===== config.mk =====
export PLATFORM = sky130hd
export DESIGN_NAME = busoff_recovery
export DESIGN_NICKNAME = d
export VERILOG_FILES = /design/src/rtl/busoff_pkg.sv /design/src/rtl/busoff_run_cnt.sv /design/src/rtl/busoff_seq_cnt.sv /design/src/rtl/busoff_policy.sv /design/src/rtl/busoff_recovery.sv
export SDC_FILE = /design/constraint.sdc
export NUM_CORES = 1
export LEC_CHECK = 0
export BUFFER_PORTS_ARGS = -buffer_cell sky130_fd_sc_hd__buf_2
export CAP_MARGIN = 20
export CORE_MARGIN = 4
export CORE_UTILIZATION = 60
export CTS_CLUSTER_DIAMETER = 80
export CTS_CLUSTER_SIZE = 24
export DETAILED_ROUTE_END_ITERATION = 10
export GPL_ROUTABILITY_DRIVEN = 0
export HOLD_SLACK_MARGIN = 0.1
export PLACE_DENSITY = 0.79
export SETUP_SLACK_MARGIN = 0.3
export SYNTH_ARGS = -nofsm -noshare
export SYNTH_HDL_FRONTEND = slang
export SYNTH_SLANG_ARGS = --single-unit

===== constraint.sdc =====
create_clock -name clk_i -period 3.6 [get_ports clk_i]
set_input_delay 0.18 -clock clk_i [delete_from_list [all_inputs] [get_ports clk_i]]
set_output_delay 0.18 -clock clk_i [all_outputs]
set_load 0.05 [all_outputs]

===== src/rtl/busoff_pkg.sv =====
package busoff_pkg;
  parameter int unsigned BO_RUN_LEN    = 11;
  parameter int unsigned BO_SEQ_TARGET = 128;
endpackage


===== src/rtl/busoff_run_cnt.sv =====
module busoff_run_cnt #(
  parameter int unsigned RUN_LEN = busoff_pkg::BO_RUN_LEN
) (
  input  logic clk_i,
  input  logic rst_ni,
  input  logic clr_i,
  input  logic tick_i,
  input  logic rec_i,
  output logic hit_o
);
  localparam int unsigned CW = $clog2(RUN_LEN + 1);
  localparam logic [CW-1:0] LAST = CW'(RUN_LEN - 1);

  logic [CW-1:0] cnt_q;

  assign hit_o = tick_i & rec_i & (cnt_q == LAST) & ~clr_i;

  always_ff @(posedge clk_i or negedge rst_ni) begin
    if (!rst_ni)                cnt_q <= '0;
    else if (clr_i)             cnt_q <= '0;
    else if (tick_i) begin
      if (!rec_i || hit_o)      cnt_q <= '0;
      else                      cnt_q <= cnt_q + 1'b1;
    end
  end

  a_r3_run_below_len: assert property (@(posedge clk_i) disable iff (!rst_ni)
    cnt_q < CW'(RUN_LEN));
  a_r3_dominant_restarts: assert property (@(posedge clk_i) disable iff (!rst_ni)
    tick_i && !rec_i |=> cnt_q == '0);
endmodule


===== src/rtl/busoff_seq_cnt.sv =====
module busoff_seq_cnt #(
  parameter int unsigned SEQ_TARGET = busoff_pkg::BO_SEQ_TARGET
) (
  input  logic clk_i,
  input  logic rst_ni,
  input  logic clr_i,
  input  logic inc_i,
  output logic done_o,
  output logic last_o
);
  localparam int unsigned SW = $clog2(SEQ_TARGET + 1);
  localparam logic [SW-1:0] TGT = SW'(SEQ_TARGET);

  logic [SW-1:0] cnt_q;

  assign done_o = (cnt_q == TGT);
  assign last_o = inc_i & (cnt_q == TGT - 1'b1);

  always_ff @(posedge clk_i or negedge rst_ni) begin
    if (!rst_ni)               cnt_q <= '0;
    else if (clr_i)            cnt_q <= '0;
    else if (inc_i && !done_o) cnt_q <= cnt_q + 1'b1;
  end

  a_r4_seq_no_overflow: assert property (@(posedge clk_i) disable iff (!rst_ni)
    cnt_q <= TGT);
  a_r10_seq_cleared: assert property (@(posedge clk_i) disable iff (!rst_ni)
    clr_i |=> cnt_q == '0);
endmodule


===== src/rtl/busoff_policy.sv =====
module busoff_policy (
  input  logic clk_i,
  input  logic rst_ni,
  input  logic entry_i,
  input  logic hold_i,
  input  logic bus_off_i,
  input  logic seq_done_i,
  input  logic rejoin_i,
  output logic hold_lat_o,
  output logic resync_o,
  output logic late_rel_o
);
  logic hold_q, resync_q, release_c;

  assign release_c  = bus_off_i & hold_q & ~hold_i & ~entry_i;
  assign late_rel_o = release_c & seq_done_i;
  assign hold_lat_o = hold_q;
  assign resync_o   = resync_q;

  always_ff @(posedge clk_i or negedge rst_ni) begin
    if (!rst_ni) begin
      hold_q   <= 1'b0;
      resync_q <= 1'b0;
    end else if (entry_i) begin
      hold_q   <= hold_i;
      resync_q <= 1'b0;
    end else if (rejoin_i) begin
      hold_q   <= 1'b0;
      resync_q <= 1'b0;
    end else if (release_c) begin
      hold_q   <= 1'b0;
      resync_q <= seq_done_i;
    end
  end

  // latched hold may only be set by an entry pulse
  a_r8_hold_never_sets: assert property (@(posedge clk_i) disable iff (!rst_ni)
    !entry_i && !hold_q |=> !hold_q);
  a_r7_resync_needs_release: assert property (@(posedge clk_i) disable iff (!rst_ni)
    !entry_i && !resync_q && !(hold_q && !hold_i) |=> !resync_q);
endmodule


===== src/rtl/busoff_recovery.sv =====
module busoff_recovery #(
  parameter int unsigned RUN_LEN    = busoff_pkg::BO_RUN_LEN,
  parameter int unsigned SEQ_TARGET = busoff_pkg::BO_SEQ_TARGET
) (
  input  logic clk_i,
  input  logic rst_ni,
  input  logic busoff_enter_i,
  input  logic hold_i,
  input  logic bit_tick_i,
  input  logic bit_val_i,
  output logic bus_off_o,
  output logic rejoin_o,
  output logic hold_active_o
);
  logic bus_off_q, rejoin_q;
  logic run_hit, run_clr, seq_clr, seq_done, seq_last;
  logic hold_lat, resync, late_rel, rejoin_fire, tick_act;

  assign tick_act = bit_tick_i & bus_off_q & ~busoff_enter_i;
  assign run_clr  = busoff_enter_i | rejoin_fire | late_rel | ~bus_off_q;
  assign seq_clr  = busoff_enter_i | rejoin_fire;

  busoff_run_cnt #(.RUN_LEN(RUN_LEN)) u_run (
    .clk_i  (clk_i),
    .rst_ni (rst_ni),
    .clr_i  (busoff_enter_i | late_rel | ~bus_off_q),
    .tick_i (tick_act),
    .rec_i  (bit_val_i),
    .hit_o  (run_hit)
  );

  busoff_seq_cnt #(.SEQ_TARGET(SEQ_TARGET)) u_seq (
    .clk_i  (clk_i),
    .rst_ni (rst_ni),
    .clr_i  (seq_clr),
    .inc_i  (run_hit),
    .done_o (seq_done),
    .last_o (seq_last)
  );

  busoff_policy u_pol (
    .clk_i      (clk_i),
    .rst_ni     (rst_ni),
    .entry_i    (busoff_enter_i),
    .hold_i     (hold_i),
    .bus_off_i  (bus_off_q),
    .seq_done_i (seq_done),
    .rejoin_i   (rejoin_fire),
    .hold_lat_o (hold_lat),
    .resync_o   (resync),
    .late_rel_o (late_rel)
  );

  // effective hold: a release in this cycle already counts
  always_comb begin
    rejoin_fire = 1'b0;
    if (bus_off_q && !busoff_enter_i) begin
      if (seq_last && !(hold_lat && hold_i)) rejoin_fire = 1'b1;
      else if (seq_done && resync && run_hit) rejoin_fire = 1'b1;
    end
  end

  always_ff @(posedge clk_i or negedge rst_ni) begin
    if (!rst_ni) begin
      bus_off_q <= 1'b0;
      rejoin_q  <= 1'b0;
    end else begin
      rejoin_q <= rejoin_fire;
      if (busoff_enter_i)   bus_off_q <= 1'b1;
      else if (rejoin_fire) bus_off_q <= 1'b0;
    end
  end

  assign bus_off_o     = bus_off_q;
  assign rejoin_o      = rejoin_q;
  assign hold_active_o = hold_lat;

  a_r10_rejoin_single: assert property (@(posedge clk_i) disable iff (!rst_ni)
    rejoin_q |=> !rejoin_q);
  a_r5_held_no_rejoin: assert property (@(posedge clk_i) disable iff (!rst_ni)
    hold_lat && hold_i |=> !rejoin_q);
  a_r11_idle_no_rejoin: assert property (@(posedge clk_i) disable iff (!rst_ni)
    !bus_off_q |=> !rejoin_q);
  a_r4_rejoin_after_target: assert property (@(posedge clk_i) disable iff (!rst_ni)
    rejoin_fire |-> (seq_done || seq_last) && run_hit);
endmodule


# Yosys cells after proc, flatten, opt, wreduce, memory -nomap -nowiden
# Cells that the tools add are included.
totals:
  ff_bits: 16
  inputBits: 6
  out_inout_bits: 3
  word_cells: 59
op_classes:
  n_addsub: 2
  n_eq_ne: 3
  mux: 16
  n_bitwise: 17
  n_reduce_logical: 15
op_table:
  columns: ["op", "n"]
  rows:
  - ["8-bit 2-to-1 mux", 2]
  - ["4-bit 2-to-1 mux", 3]
  - ["1-bit 2-to-1 mux", 11]
  - ["1-bit AND", 10]
  - ["8-bit by 1-bit adder with 8-bit output (second input constant)", 1]
  - ["8-bit by 7-bit equality test with 1-bit output (second input constant)", 1]
  - ["8-bit equality test (second input constant)", 1]
  - ["1-bit logical AND", 6]
  - ["2-bit nonzero test", 3]
  - ["4-bit by 1-bit adder with 4-bit output (second input constant)", 1]
  - ["4-bit equality test (second input constant)", 1]
  - ["1-bit zero test", 4]
  - ["1-bit NOT", 4]
  - ["1-bit bitwise OR", 3]
  - ["3-bit nonzero test", 1]
  - ["1-bit logical OR", 1]

# Depth between registers and ports, before layout
depth:
  depth_word: 14
  mapped_depth: 7

# Hierarchy
# A second synthesis with hierarchy kept.
unflattened:
  cells_unflattened: 98
  hier_area_um2: 940.9
by_module_without_submodules:
  columns: ["mod", "n_inst", "cells_each", "area_per_inst_um2", "seq_area_each_um2"]
  rows:
  - ["busoff_seq_cnt", 1, 49, 455.4, 200.2]
  - ["busoff_run_cnt", 1, 26, 246.5, 100.1]
  - ["busoff_policy", 1, 10, 122.6, 50.0]
  - ["busoff_recovery", 1, 13, 116.4, 50.0]

# Worst setup path after synthesis
# OpenSTA, ideal clock, no wires.
synth_path:
  path_type: "reg2reg"
  startpoint: "reg u_pol.hold_q (netlist: u_pol.hold_lat_o)"
  endpoint: "reg u_run.cnt_q[3]"
  setup_time_ps: 126
  arrival_time_ps: 1899
  required_time_ps: 3474
  path_slack_ps: 1575
  stages_incl_launch_ff: 5
  path_buffers: 0
  cell_sequence: "dfrtp_1 or4bb_1 nor3_4 nor2_1 a221o_1"
synth_between:
  elab_chain_len: 12
  word_cells_on_any_way: 13
  cone_classes: "3 x mux; 8 x bitwise; 2 x reduce/logical"
synth_rtl:
  columns: ["element", "line", "text"]
  rows:
  - ["from (decl)", "busoff_policy.sv:13", "logic hold_q, resync_q, release_c;"]
  - ["from (signal assigned)", "busoff_policy.sv:25", "hold_q <= hold_i;"]
  - ["1-bit AND (*) (3 in series)", "busoff_policy.sv:15", "assign release_c = bus_off_i & hold_q & ~hold_i & ~entry_i;"]
  - ["1-bit AND (*)", "busoff_policy.sv:16", "assign late_rel_o = release_c & seq_done_i;"]
  - ["1-bit bitwise OR (*) (2 in series)", "busoff_recovery.sv:26", ".clr_i (busoff_enter_i | late_rel | ~bus_off_q),"]
  - ["1-bit NOT", "busoff_run_cnt.sv:16", "assign hit_o = tick_i & rec_i & (cnt_q == LAST) & ~clr_i;"]
  - ["1-bit AND", "busoff_run_cnt.sv:16", null]
  - ["1-bit logical OR", "busoff_run_cnt.sv:22", "if (!rec_i || hit_o) cnt_q <= '0;"]
  - ["4-bit 2-to-1 mux", "busoff_run_cnt.sv:22", null]
  - ["4-bit 2-to-1 mux", "busoff_run_cnt.sv:21", "else if (tick_i) begin"]
  - ["4-bit 2-to-1 mux", "busoff_run_cnt.sv:20", "else if (clr_i) cnt_q <= '0;"]
  - ["to (signal assigned)", "busoff_run_cnt.sv:23", "else cnt_q <= cnt_q + 1'b1;"]
  - ["to (decl)", "busoff_run_cnt.sv:14", "logic [CW-1:0] cnt_q;"]
# Mark *: on every way between the ends. The rest lies on a longest branch, timed or not. The select of a mux whose other input is x is not followed.
# A chain may end at the register's enable or synchronous reset.

# Worst setup path after layout
layout_path:
  startpoint: "reg u_seq.cnt_q[0]"
  endpoint: "reg u_pol.hold_q (netlist: u_pol.hold_lat_o)"
layout_between:
  elab_chain_len: 12
  word_cells_on_any_way: 17
  cone_classes: "2 x eq/ne; 5 x mux; 6 x bitwise; 4 x reduce/logical"
layout_rtl:
  columns: ["element", "line", "text"]
  rows:
  - ["from (decl)", "busoff_seq_cnt.sv:14", "logic [SW-1:0] cnt_q;"]
  - ["from (signal assigned)", "busoff_seq_cnt.sv:22", "else if (inc_i && !done_o) cnt_q <= cnt_q + 1'b1;"]
  - ["8-bit equality test", "busoff_seq_cnt.sv:16", "assign done_o = (cnt_q == TGT);"]
  - ["1-bit AND", "busoff_policy.sv:16", null]
  - ["1-bit bitwise OR (2 in series)", "busoff_recovery.sv:26", null]
  - ["1-bit NOT", "busoff_run_cnt.sv:16", null]
  - ["1-bit AND", "busoff_run_cnt.sv:16", null]
  - ["1-bit logical AND or 1-bit AND (tied branches)", "busoff_recovery.sv:59, busoff_seq_cnt.sv:17", null]
  - ["1-bit 2-to-1 mux or 1-bit logical AND (tied branches)", "busoff_recovery.sv:59, busoff_recovery.sv:58", null]
  - ["1-bit 2-to-1 mux (*)", "busoff_recovery.sv:58", "if (seq_last && !(hold_lat && hold_i)) rejoin_fire = 1'b1;"]
  - ["1-bit 2-to-1 mux (*)", "busoff_recovery.sv:57", "if (bus_off_q && !busoff_enter_i) begin"]
  - ["1-bit 2-to-1 mux", "busoff_policy.sv:27", "end else if (rejoin_i) begin"]
  - ["1-bit 2-to-1 mux", "busoff_policy.sv:24", "end else if (entry_i) begin"]
# Mark *: on every way between the ends. The rest lies on a longest branch, timed or not.

==> qor.csv <==
metric;value;unit
rsz0062_at_grt;no;
clock.fmax;388.8;MHz
groute.layer.met3.usage;6.627;%
maxCapViolations;0;
io_pins;9;
syn_area_per_cell;11.21;µm²
die_area;0.002468;mm²
clkSlewWorstSetupHoldPaths;90;ps
setup_viol;0;
max_stage_delay;990;ps
grt_busiest_layer;met2;
synth_seq_cells;16;
required;3740;ps
hp-start;hold_i;
r2r_cells;6;
synth_edf_count;0;
synth_warnings;0;
critPathTopFamily;compound AO/OA/AOI/OAI gates;
pwr-share-clk;35.7;%
yosysSeqAreaShare;38.42;%
crit_type;reg -> reg;
fin_worst_skew;4.672;ps
critPathCaptureType;flip-flop;
yosysUniqueCellTypes;41;
seqPwrFrac;56.1;%
cts_resized;0;
crit_path_top_delay_cell;a2111oi_4;
multi_input_area;596.8;µm²
antenna_found_initial;0;
clockBufferDepth;2;
switching_power;0.00007623;W
cts_sinks;16;
layout.area.seq;400.4;µm²
syn_area;0.001042;mm²
worstPathCellList;inv_1, ha_1, nor3b_1, nand3_1, a2111oi_4, o21ai_1;
hold_viol;0;
start_util;66.11;%
grtUsageTotal;17.94;%
final_cells;120;
first_pass_iters;4;
slew_violations;0;
grt_pass1_vias;762;
die_h;49.68;µm
rows;14;
cts-htree-levels;1;
grt_start_max_net_pins;17;
numPortBuffers;8;
dpl.hpwl;1.409;mm
drc;0;
grtUsageMet1;23.91;%
postSynth.asyncResetShare;100.0;%
synth_most_common_cell;dfrtp_1;
min_to;u_pol.hold_lat_o$_DFFE_PN0P_;
clkLatencyLatePin;280;ps
final.period_utilization;71.44;%
r2r_start;u_seq.cnt_q[0]$_DFFE_PN0P_;
reg2reg_slack;1030;ps
cp-start-kind;flip-flop;
viasPerCell;6.458;
fin_nets;115;
worst_pin_slew;1038;ps
grt_overflow;0;
outcome;completed;
syn_nets;103;
final.min_clock_period;2572;ps
ant_nets;0;
crit_arrival;2710;ps
yosysTopAreaCellShare;38.42;%
ys.flop_type;dfrtp_1;
dpl-instance-area;0.001087;mm²
met2_usage;27.31;%
die_w;49.68;µm
cts_tree;done;
max_slew_margin;30.78;%
drt_wl_total;1.935;mm
combPwrFrac;8.2;%
design_area;0.001134;mm²
cts_buffers;3;
ys_top_cells_by_area;dfrtp_1 38%, nor3_2 6.7%, ha_1 4.8%;
final.setup.tns;0;ps
syn2layout_area_growth;8.764;%
cts_root_buf;clkbuf_4;
r2r_end;u_pol.hold_lat_o$_DFFE_PN0P_;
p_int;0.0002523;W
hold_path_class;in -> reg;
diodes;0;
wl_per_cell;16.13;µm
drtIter0Drc;26;
swShare;23.21;%
fillers;112;
power_density;289.8;mW/mm²
yosys.area.top_type;dfrtp_1;
crit_fanout;12;
synthTopCellsByCount;16 x dfrtp_1, 8 x inv_1, 7 x nor3_2, 5 x xnor2_1;
placedCellCount;115;
leakage;0.4601;nW
synth_cells;93;
crit_buf_inv;1;
core_area;0.001577;mm²
holdPathStages;3;
ir_worst_vdd;0.0003172;V
drive_gt1_share;30.77;%
vias;775;
critPathLaunch;u_seq.cnt_q[0]$_DFFE_PN0P_;
grt_pass1_wl;3.498;mm
==> cell type report <==
type	instances	share of cell area [%]
tap	16	1.766
inverter	8	2.649
sequential	16	35.32
multi-input combinational	67	52.65
clock buffer	4	3.201
timing repair buffer	9	4.415
==> sequential cells by signal (all words and copies together) (netlist names) <==
signal            count
u_pol.hold_lat_o      1
u_seq.cnt_q           8
u_pol.resync_o        1
bus_off_o             1
u_run.cnt_q           4
rejoin_o              1
==> routing by layer <==
| layer | up-vias | part of all wire, % |
|---|---|---|
| li1 | 370 | - |
| met1 | 376 | 48 |
| met2 | 27 | 46 |
| met3 | 2 | 5.3 |
| met4 | 0 | 0.67 |
| met5 | - | 0 |
==> how the worst max path moves through the flow <==
stage	endpoint	slack, ps	cells past startpoint
finish	u_pol.hold_lat_o$_DFFE_PN0P_	1030	6
global route	u_pol.hold_lat_o$_DFFE_PN0P_	910	6
CTS	u_pol.hold_lat_o$_DFFE_PN0P_	1020	6
detailed placement	u_pol.hold_lat_o$_DFFE_PN0P_	1030	6
global placement	u_pol.hold_lat_o$_DFFE_PN0P_	1210	6
floorplan	u_run.cnt_q[3]$_DFFE_PN0P_	1570	4
==> layout by cell type (no fill, tap or decap), types with 2 or more instances in the layout <==
cell type / n
a211oi_1: 2
inv_1: 8
nand2_1: 3
buf_2: 8
or3b_2: 2
or3_1: 3
dfrtp_1: 16
nor3_2: 7
a2111o_1: 2
nor2_1: 2
xnor2_1: 5
ha_1: 4
clkbuf_4: 3
o21ai_0: 3
nand3_1: 4
nor3b_1: 3
nor4_1: 3
==> power groups by stage <==
stage | Sequential, W | Combinational, W | Clock (W)
4_1_cts | 0.000184 | 0.0000270 | 0.000122
2_1_floorplan | 0.000191 | 0.0000117 | 0
3_3_place_gp | 0.000188 | 0.0000254 | 0
3_5_place_dp | 0.000188 | 0.0000261 | 0
6_report | 0.000184 | 0.0000269 | 0.000117
5_1_grt | 0.000185 | 0.0000298 | 0.000132
==> stage by stage <==
stage / power (W) / util, % / setup WS (ps) / hold slack, ps
after floorplan: 0.0002026 / - / 1575 / -115.6
after global placement: 0.0002130 / 68.97 / 1214 / 104.7
after detailed placement: 0.0002139 / 68.97 / 1028 / 112.4
after CTS: 0.0003338 / 71.90 / 1022 / 149.9
after global routing: 0.0003469 / 71.90 / 912.1 / 148.3
final: 0.0003285 / 71.90 / 1028 / 164.5
==> worst reg2reg max path, delay by kind of cell, from the launching register on <==
family / cells / cell delay, ps
AOI/OAI and AO/OA: 2 / 1150
buffers and inverters: 1 / 80
adders and majority gates: 1 / 150
and+or+nand+nor: 2 / 620
DFF: 1 / 420
==> kinds of logic after synthesis <==
family / count (synthesis) / synth area share, %
flops: 16 / 38.41
fa+ha+maj: 4 / 4.802
buf+inv: 10 / 4.321
mux: 2 / 2.041
compound gates: 17 / 15.85
simple gates: 39 / 30.37
xor+xnor: 5 / 4.201
==> timing repair <==
item,in CTS,in global routing
buffers inserted,0,0
hold buffers,1,0
endpoints found under the hold margin,16,0
(Power assumes the default switching activity.)
